==> src/rtl/dram_pm_pkg.sv <==
package dram_pm_pkg;

    localparam int TW             = 3;
    localparam int LEAD_MIN       = 3;
    localparam int FPM_PER_MIN    = 2;
    localparam int WORDS_PER_LINE = 4;

    typedef logic [TW-1:0] tclk_t;

    typedef struct packed {
        tclk_t lead;
        tclk_t per;
    } timing_t;

    typedef enum logic [2:0] {
        ST_IDLE,
        ST_PRE,
        ST_ROW,
        ST_COL,
        ST_REL
    } state_t;

    function automatic timing_t preset(input logic edo, input logic [1:0] spd);
        timing_t t;
        tclk_t   p;
        t.lead = tclk_t'(LEAD_MIN) + tclk_t'(spd);
        p      = tclk_t'(1) + tclk_t'(spd);
        if (!edo && p < tclk_t'(FPM_PER_MIN))
            p = tclk_t'(FPM_PER_MIN);
        t.per = p;
        return t;
    endfunction

endpackage

==> src/rtl/dram_pm_timing.sv <==
module dram_pm_timing
    import dram_pm_pkg::*;
(
    input  logic       edo,
    input  logic [1:0] spd,
    output timing_t    tim
);
    always_comb tim = preset(edo, spd);
endmodule

==> src/rtl/dram_pm_rowtrack.sv <==
module dram_pm_rowtrack #(
    parameter int ROW_W = 10
) (
    input  logic             clk,
    input  logic             rst,
    input  logic             load,
    input  logic [ROW_W-1:0] new_row,
    output logic             open_valid,
    output logic             hit
);
    logic [ROW_W-1:0] open_row;

    always_ff @(posedge clk) begin
        if (rst) begin
            open_valid <= 1'b0;
            open_row   <= '0;
        end else if (load) begin
            open_valid <= 1'b1;
            open_row   <= new_row;
        end
    end

    assign hit = open_valid && (open_row == new_row);
endmodule

==> src/rtl/dram_pm_seq.sv <==
module dram_pm_seq
    import dram_pm_pkg::*;
#(
    parameter int ROW_W    = 10,
    parameter int COL_W    = 10,
    parameter int MA_W     = 10,
    parameter int PRE_CLKS = 2,
    parameter int RCD_CLKS = 2
) (
    input  logic             clk,
    input  logic             rst,
    input  logic             req_valid,
    input  logic             req_write,
    input  logic             req_burst,
    input  logic             edo,
    input  logic [ROW_W-1:0] req_row,
    input  logic [COL_W-1:0] req_col,
    input  timing_t          tim,
    input  logic             row_hit,
    input  logic             row_open,
    output logic             accept,
    output logic [MA_W-1:0]  ram_addr,
    output logic             ras_n,
    output logic             cas_n,
    output logic             we_n,
    output logic             rdy,
    output logic             bus_free
);
    localparam int IDX_W   = $clog2(WORDS_PER_LINE);
    localparam int TMAX    = (1 << TW) - 1;
    localparam int MAX_A   = (PRE_CLKS > RCD_CLKS) ? PRE_CLKS : RCD_CLKS;
    localparam int MAX_CNT = (MAX_A > TMAX) ? MAX_A : TMAX;
    localparam int CNT_W   = $clog2(MAX_CNT + 1);

    state_t           state_q;
    logic [CNT_W-1:0] cnt_q;
    logic [IDX_W-1:0] idx_q;
    logic             wr_q, burst_q, rel_q;
    logic [ROW_W-1:0] row_q;
    logic [COL_W-1:0] col_q;
    tclk_t            lead_q, per_q;
    logic             last_cnt, last_word;
    logic [COL_W-1:0] col_addr;

    assign accept    = req_valid && (state_q == ST_IDLE);
    assign last_cnt  = (cnt_q == CNT_W'(1));
    assign last_word = wr_q || !burst_q || (idx_q == IDX_W'(WORDS_PER_LINE - 1));

    always_ff @(posedge clk) begin
        if (rst) begin
            state_q <= ST_IDLE;
            cnt_q   <= '0;
            idx_q   <= '0;
            wr_q    <= 1'b0;
            burst_q <= 1'b0;
            rel_q   <= 1'b0;
            row_q   <= '0;
            col_q   <= '0;
            lead_q  <= '0;
            per_q   <= '0;
        end else begin
            case (state_q)
                ST_IDLE: if (accept) begin
                    wr_q    <= req_write;
                    burst_q <= req_burst && !req_write;
                    rel_q   <= edo && !req_write;
                    row_q   <= req_row;
                    col_q   <= req_col;
                    lead_q  <= tim.lead;
                    per_q   <= tim.per;
                    idx_q   <= '0;
                    if (row_hit) begin
                        state_q <= ST_COL;
                        cnt_q   <= CNT_W'(tim.lead);
                    end else begin
                        state_q <= ST_PRE;
                        cnt_q   <= CNT_W'(PRE_CLKS);
                    end
                end
                ST_PRE: begin
                    if (last_cnt) begin
                        state_q <= ST_ROW;
                        cnt_q   <= CNT_W'(RCD_CLKS);
                    end else begin
                        cnt_q <= cnt_q - CNT_W'(1);
                    end
                end
                ST_ROW: begin
                    if (last_cnt) begin
                        state_q <= ST_COL;
                        cnt_q   <= CNT_W'(lead_q);
                    end else begin
                        cnt_q <= cnt_q - CNT_W'(1);
                    end
                end
                ST_COL: begin
                    if (last_cnt) begin
                        if (last_word) begin
                            state_q <= rel_q ? ST_REL : ST_IDLE;
                        end else begin
                            idx_q <= idx_q + IDX_W'(1);
                            cnt_q <= CNT_W'(per_q);
                        end
                    end else begin
                        cnt_q <= cnt_q - CNT_W'(1);
                    end
                end
                ST_REL:  state_q <= ST_IDLE;
                default: state_q <= ST_IDLE;
            endcase
        end
    end

    always_comb begin
        col_addr = col_q;
        if (burst_q)
            col_addr[IDX_W-1:0] = idx_q;
    end

    assign ram_addr = (state_q == ST_COL || state_q == ST_REL) ? MA_W'(col_addr) : MA_W'(row_q);
    assign ras_n    = !row_open || (state_q == ST_PRE);
    assign cas_n    = !((state_q == ST_COL) && last_cnt);
    assign rdy      = (state_q == ST_COL) && last_cnt;
    assign we_n     = !(((state_q == ST_COL) && wr_q) || (state_q == ST_REL));
    assign bus_free = (state_q == ST_IDLE);
endmodule

==> src/rtl/dram_pm_ctrl.sv <==
module dram_pm_ctrl
    import dram_pm_pkg::*;
#(
    parameter int ROW_W    = 10,
    parameter int COL_W    = 10,
    parameter int PRE_CLKS = 2,
    parameter int RCD_CLKS = 2,
    localparam int ADDR_W  = ROW_W + COL_W,
    localparam int MA_W    = (ROW_W > COL_W) ? ROW_W : COL_W
) (
    input  logic              clk,
    input  logic              rst,
    input  logic              edo_mode,
    input  logic [1:0]        speed,
    input  logic              req_valid,
    input  logic              req_write,
    input  logic              req_burst,
    input  logic [ADDR_W-1:0] req_addr,
    output logic [MA_W-1:0]   ram_addr,
    output logic              ras_n,
    output logic              cas_n,
    output logic              we_n,
    output logic              rdy,
    output logic              bus_free
);
    timing_t          tim;
    logic             accept, row_hit, row_open;
    logic [ROW_W-1:0] req_row;
    logic [COL_W-1:0] req_col;

    assign req_row = req_addr[ADDR_W-1:COL_W];
    assign req_col = req_addr[COL_W-1:0];

    dram_pm_timing timing_i (
        .edo (edo_mode),
        .spd (speed),
        .tim (tim)
    );

    dram_pm_rowtrack #(.ROW_W(ROW_W)) rows_i (
        .clk        (clk),
        .rst        (rst),
        .load       (accept),
        .new_row    (req_row),
        .open_valid (row_open),
        .hit        (row_hit)
    );

    dram_pm_seq #(
        .ROW_W(ROW_W), .COL_W(COL_W), .MA_W(MA_W),
        .PRE_CLKS(PRE_CLKS), .RCD_CLKS(RCD_CLKS)
    ) seq_i (
        .clk       (clk),
        .rst       (rst),
        .req_valid (req_valid),
        .req_write (req_write),
        .req_burst (req_burst),
        .edo       (edo_mode),
        .req_row   (req_row),
        .req_col   (req_col),
        .tim       (tim),
        .row_hit   (row_hit),
        .row_open  (row_open),
        .accept    (accept),
        .ram_addr  (ram_addr),
        .ras_n     (ras_n),
        .cas_n     (cas_n),
        .we_n      (we_n),
        .rdy       (rdy),
        .bus_free  (bus_free)
    );
endmodule

==> config.mk <==
export PLATFORM = sky130hd
export DESIGN_NAME = dram_pm_ctrl
export DESIGN_NICKNAME = d
export VERILOG_FILES = /design/src/rtl/dram_pm_pkg.sv /design/src/rtl/dram_pm_timing.sv /design/src/rtl/dram_pm_rowtrack.sv /design/src/rtl/dram_pm_seq.sv /design/src/rtl/dram_pm_ctrl.sv
export SDC_FILE = /design/constraint.sdc
export NUM_CORES = 1
export LEC_CHECK = 0
export ABC_AREA = 1
export BUFFER_PORTS_ARGS = -buffer_cell sky130_fd_sc_hd__buf_2
export CAP_MARGIN = 20
export CORE_ASPECT_RATIO = 1.2
export CORE_MARGIN = 2
export CORE_UTILIZATION = 50
export CTS_BUF_LIST = sky130_fd_sc_hd__clkbuf_8 sky130_fd_sc_hd__clkbuf_16
export DETAILED_ROUTE_END_ITERATION = 7
export PLACE_DENSITY = 0.8
export SLEW_MARGIN = 15
export SYNTH_ARGS = -nofsm -noshare
export SYNTH_HDL_FRONTEND = slang
export SYNTH_SLANG_ARGS = --single-unit
==> constraint.sdc <==
create_clock -name clk -period 2.2 [get_ports clk]
set_clock_uncertainty 0.15 [all_clocks]
set_input_delay 0.22 -clock clk [delete_from_list [all_inputs] [get_ports clk]]
set_output_delay 0.22 -clock clk [all_outputs]
set_load 0.03 [all_outputs]
==> flow_metrics.env <==
export IMPL_grt_max_degree=28
export IMPL_postSynth_asyncResetShare=0
export IMPL_drt_iter0_markers=124
export IMPL_power_share_combinational=0.448
export IMPL_ctsLongestPathBuffers=2
export IMPL_number_of_buffer_and_inverter_instances_along_the_worst_setup_path=2
export IMPL_synth_edff_count=0
export IMPL_synth_top_area_cell="sky130_fd_sc_hd__dfxtp_1"
export IMPL_vias_after_detailed_routing=2097
export IMPL_layout_commonest_cell="sky130_fd_sc_hd__nand2_1"
export IMPL_most_common_layout_cells="89 x sky130_fd_sc_hd__nand2_1, 47 x sky130_fd_sc_hd__inv_1, 42 x sky130_fd_sc_hd__buf_2"
export IMPL_nNetsFinal=397
export IMPL_first_global_vias=1880
export IMPL_cpPeakStageDelay_ns=0.39
export IMPL_die_width_um=63.1
export IMPL_post_cts_repair_setup_buffers=0
export IMPL_final_core_utilization=0.621
export IMPL_critical_path_peak_fanout=10
export IMPL_place_port_buffers=42
export IMPL_syn_area_per_cell_um2=6.53
export IMPL_critPathSlowestCell="sky130_fd_sc_hd__dfxtp_1"
export IMPL_die_y_um=74.9
export IMPL_timing_final_crit_period_ns=2.04
export IMPL_setup_worst_path_class="flip-flop to primary output"
export IMPL_routed_wire_length_per_instance_um=12.2
export IMPL_worst_endpoint_arrival_ns=1.67
export IMPL_grt_setup_unrepaired="no"
export IMPL_syn2layout_area_growth_pct=17.6
export IMPL_fin_setup_tns_ns=0
export IMPL_hold_class="primary input to flip-flop"
export IMPL_grt_first_pass_wirelength_um=8500
export IMPL_reg_area_um2=763
export IMPL_multi_input_comb_area_um2=1110
export IMPL_gr_usage_all_layers=0.230
export IMPL_via_per_inst=5.02
export IMPL_post_layout_total_power_mw=2.84
export IMPL_cts_root_buffer_cell="sky130_fd_sc_hd__clkbuf_8"
export IMPL_proportion_of_layout_cells_with_a_drive_suffix_above_1=0.184
export IMPL_synth_top_area_share=0.363
export IMPL_ys_warn_count=0
export IMPL_start_kind="flip-flop"
export IMPL_final_hold_violation_count=0
export IMPL_p_int_mw=1.59
export IMPL_vdd_ir_drop_worst_mv=0.659
export IMPL_standby_leakage_power_nw=1.19
export IMPL_outcome="completed"
export IMPL_synth_flop_cell="sky130_fd_sc_hd__dfxtp_1"
export IMPL_antenna_diode_count=0
export IMPL_synthDistinctLibCells=32
export IMPL_timing_critical_path_to_type="primary output"
export IMPL_pwr_density_cell_nw_per_um2=1150
export IMPL_p_sw_mw=1.25
export IMPL_core_box_area_um2=3970
export IMPL_place_gp_congestion=0.934
export IMPL_post_synth_inst_count=321
export IMPL_power_frac_seq=0.339
export IMPL_tritoncts_num_buffers=5
export IMPL_drc=0
export IMPL_synth_area_um2=2100
export IMPL_share_clk_of_total_power=0.213
export IMPL_critical_path_required_ns=1.83
export IMPL_detailed_routing_iterations_pass_1=4
export IMPL_seq_area_frac_synth=0.363
export IMPL_hpwl_after_dpl_um=3740
export IMPL_max_clock_freq_ghz=0.491
export IMPL_final_fill_count=398
export IMPL_synth_fp_nets=355
export IMPL_grt_ovfl_total=0
export IMPL_tightestPinTransition_ns=0.502
export IMPL_tritoncts="done"
export IMPL_tritoncts_num_sinks=38
export IMPL_area_of_the_die_um2=4730
export IMPL_initial_antenna_violation_count=0
export IMPL_synth_seq_cells=38
export IMPL_clk_pin_slew_worst_paths_ns=0.08
export IMPL_drv_cap=0
export IMPL_clkLatencyLatePin_ns=0.30
export IMPL_final_max_slew_viol_count=0
export IMPL_synth_top_cells_by_area="sky130_fd_sc_hd__dfxtp_1 36%, sky130_fd_sc_hd__nand2_1 16%, sky130_fd_sc_hd__inv_1 8.4%"
export IMPL_min_period_over_period=0.926
export IMPL_initial_util=0.528
export IMPL_core_rowCount=25
export IMPL_gate_family_responsible_for_the_most_delay_along_the_worst_path="flip-flops"
export IMPL_io_pin_count=43
export IMPL_setup_viol=0
export IMPL_totalWireLength_um=5120
export IMPL_timing_max_slew_rel_slack=0.665
export IMPL_drtAntennaViolNets=0
export IMPL_worstPathCellList="nand2_1, nor2_4, inv_2, o21ai_4, o211ai_1, o21ai_0, buf_2"
export IMPL_htreeDepth=2
export IMPL_sw_frac_of_total=0.439
-- power groups by stage --
stage | clock [mW] | combinational (mW) | sequential, mW
2_1_floorplan | 0 | 0.980 | 0.948
5_1_grt | 0.649 | 1.43 | 0.984
6_report | 0.606 | 1.27 | 0.962
3_5_place_dp | 0 | 1.24 | 0.972
3_3_place_gp | 0 | 1.23 | 0.967
4_1_cts | 0.618 | 1.27 | 0.958
-- worst paths after layout --
| check | cells past startpoint | endpoint | slack [ns] | startpoint |
|---|---|---|---|---|
| min | 3 | seq_i.col_q[8]$_SDFFE_PP0P_ | 0.008 | req_addr[8] |
| max reg2reg | 8 | seq_i.idx_q[0]$_SDFFE_PP0P_ | 0.36 | seq_i.state_q[0]$_SDFFE_PP0P_ |
| max | 7 | ram_addr[0] | 0.16 | seq_i.state_q[1]$_SDFFE_PP0P_ |
| min reg2reg | 2 | seq_i.col_q[1]$_SDFFE_PP0P_ | 0.31 | seq_i.col_q[1]$_SDFFE_PP0P_ |
-- layer usage --
| layer | vias to the layer above | GRT usage | share of wire |
|---|---|---|---|
| li1 | 1097 | - | - |
| met1 | 933 | 0.280 | 0.44 |
| met2 | 58 | 0.410 | 0.49 |
| met3 | 9 | 0.0493 | 0.058 |
| met4 | 0 | 0.0765 | 0.019 |
| met5 | - | 0 | 0 |
-- registers in the layout (all words and copies together) (netlist names) --
name / count
seq_i.burst_q: 1
seq_i.cnt_q: 3
seq_i.wr_q: 1
seq_i.rel_q: 1
seq_i.col_q: 10
rows_i.open_row: 2
seq_i.lead_q: 3
seq_i.row_q: 8
rows_i.open_valid: 1
seq_i.per_q: 3
seq_i.idx_q: 2
seq_i.state_q: 3
-- cell families (layout without fill, tap and decap cells) --
logic type	after synthesis	in the layout	synth area share
AND/OR/NAND/NOR	143	143	0.289
AO/OA/AOI/OAI	72	73	0.188
buffers and inverters	60	102	0.116
flip-flops	38	38	0.363
adder cells (fa/ha/maj)	6	6	0.0358
XOR/XNOR	2	2	0.00835
-- area by class of cell --
| class | instances | share of cell area |
|---|---|---|
| clock buffer | 5 | 0.0279 |
| sequential | 38 | 0.309 |
| tap | 54 | 0.0274 |
| multi-input combinational | 224 | 0.450 |
| timing repair buffer | 44 | 0.0913 |
| inverter | 50 | 0.0761 |
| clock inverter | 3 | 0.0183 |
-- per-stage QoR --
| stage | worst slack [ns] | instances | instance area (µm²) | hold WS [ns] |
|---|---|---|---|---|
| 2_1_floorplan | 0.283 | 321 | 2100 | 0.213 |
| 3_3_place_gp | 0.218 | 409 | 2330 | 0.293 |
| 5_1_grt | 0.0133 | 418 | 2470 | 0.0174 |
| 6_report | 0.162 | 418 | 2470 | 0.00756 |
| 3_5_place_dp | 0.148 | 409 | 2330 | 0.294 |
| 4_1_cts | 0.0552 | 418 | 2460 | 0.00351 |
-- timing repair --
| action | 4_1_cts | 5_1_grt |
|---|---|---|
| endpoints found under the hold margin | 0 | 0 |
| cloned | 1 | 0 |
| gates resized for setup | 1 | 2 |
| setup endpoints to repair | 10 | 8 |
| pin swaps | 1 | 0 |
| hold buffers | 0 | 0 |
-- Yosys cell counts, types with 2 or more instances --
| library cell | number |
|---|---|
| sky130_fd_sc_hd__nor3_1 | 2 |
| sky130_fd_sc_hd__dfxtp_1 | 38 |
| sky130_fd_sc_hd__buf_2 | 2 |
| sky130_fd_sc_hd__inv_1 | 47 |
| sky130_fd_sc_hd__buf_4 | 2 |
| sky130_fd_sc_hd__a21oi_1 | 32 |
| sky130_fd_sc_hd__o21ai_0 | 30 |
| sky130_fd_sc_hd__nand2_1 | 89 |
| sky130_fd_sc_hd__ha_1 | 6 |
| sky130_fd_sc_hd__xnor2_1 | 2 |
| sky130_fd_sc_hd__inv_2 | 3 |
| sky130_fd_sc_hd__a22oi_1 | 2 |
| sky130_fd_sc_hd__nand3_1 | 12 |
| sky130_fd_sc_hd__nor2_1 | 29 |
| sky130_fd_sc_hd__nor3b_1 | 2 |
| sky130_fd_sc_hd__nand2_4 | 2 |
| sky130_fd_sc_hd__nor2_4 | 2 |
| sky130_fd_sc_hd__clkbuf_1 | 4 |
| sky130_fd_sc_hd__nor2_2 | 2 |
-- worst register-to-register path: cells and delay by family, from the launching register on --
family / cells / cell delay [ns]
AND/OR/NAND/NOR: 4 / 0.55
buffers and inverters: 2 / 0.37
flip-flops: 1 / 0.36
AO/OA/AOI/OAI: 2 / 0.32
(Power assumes the default switching activity.)
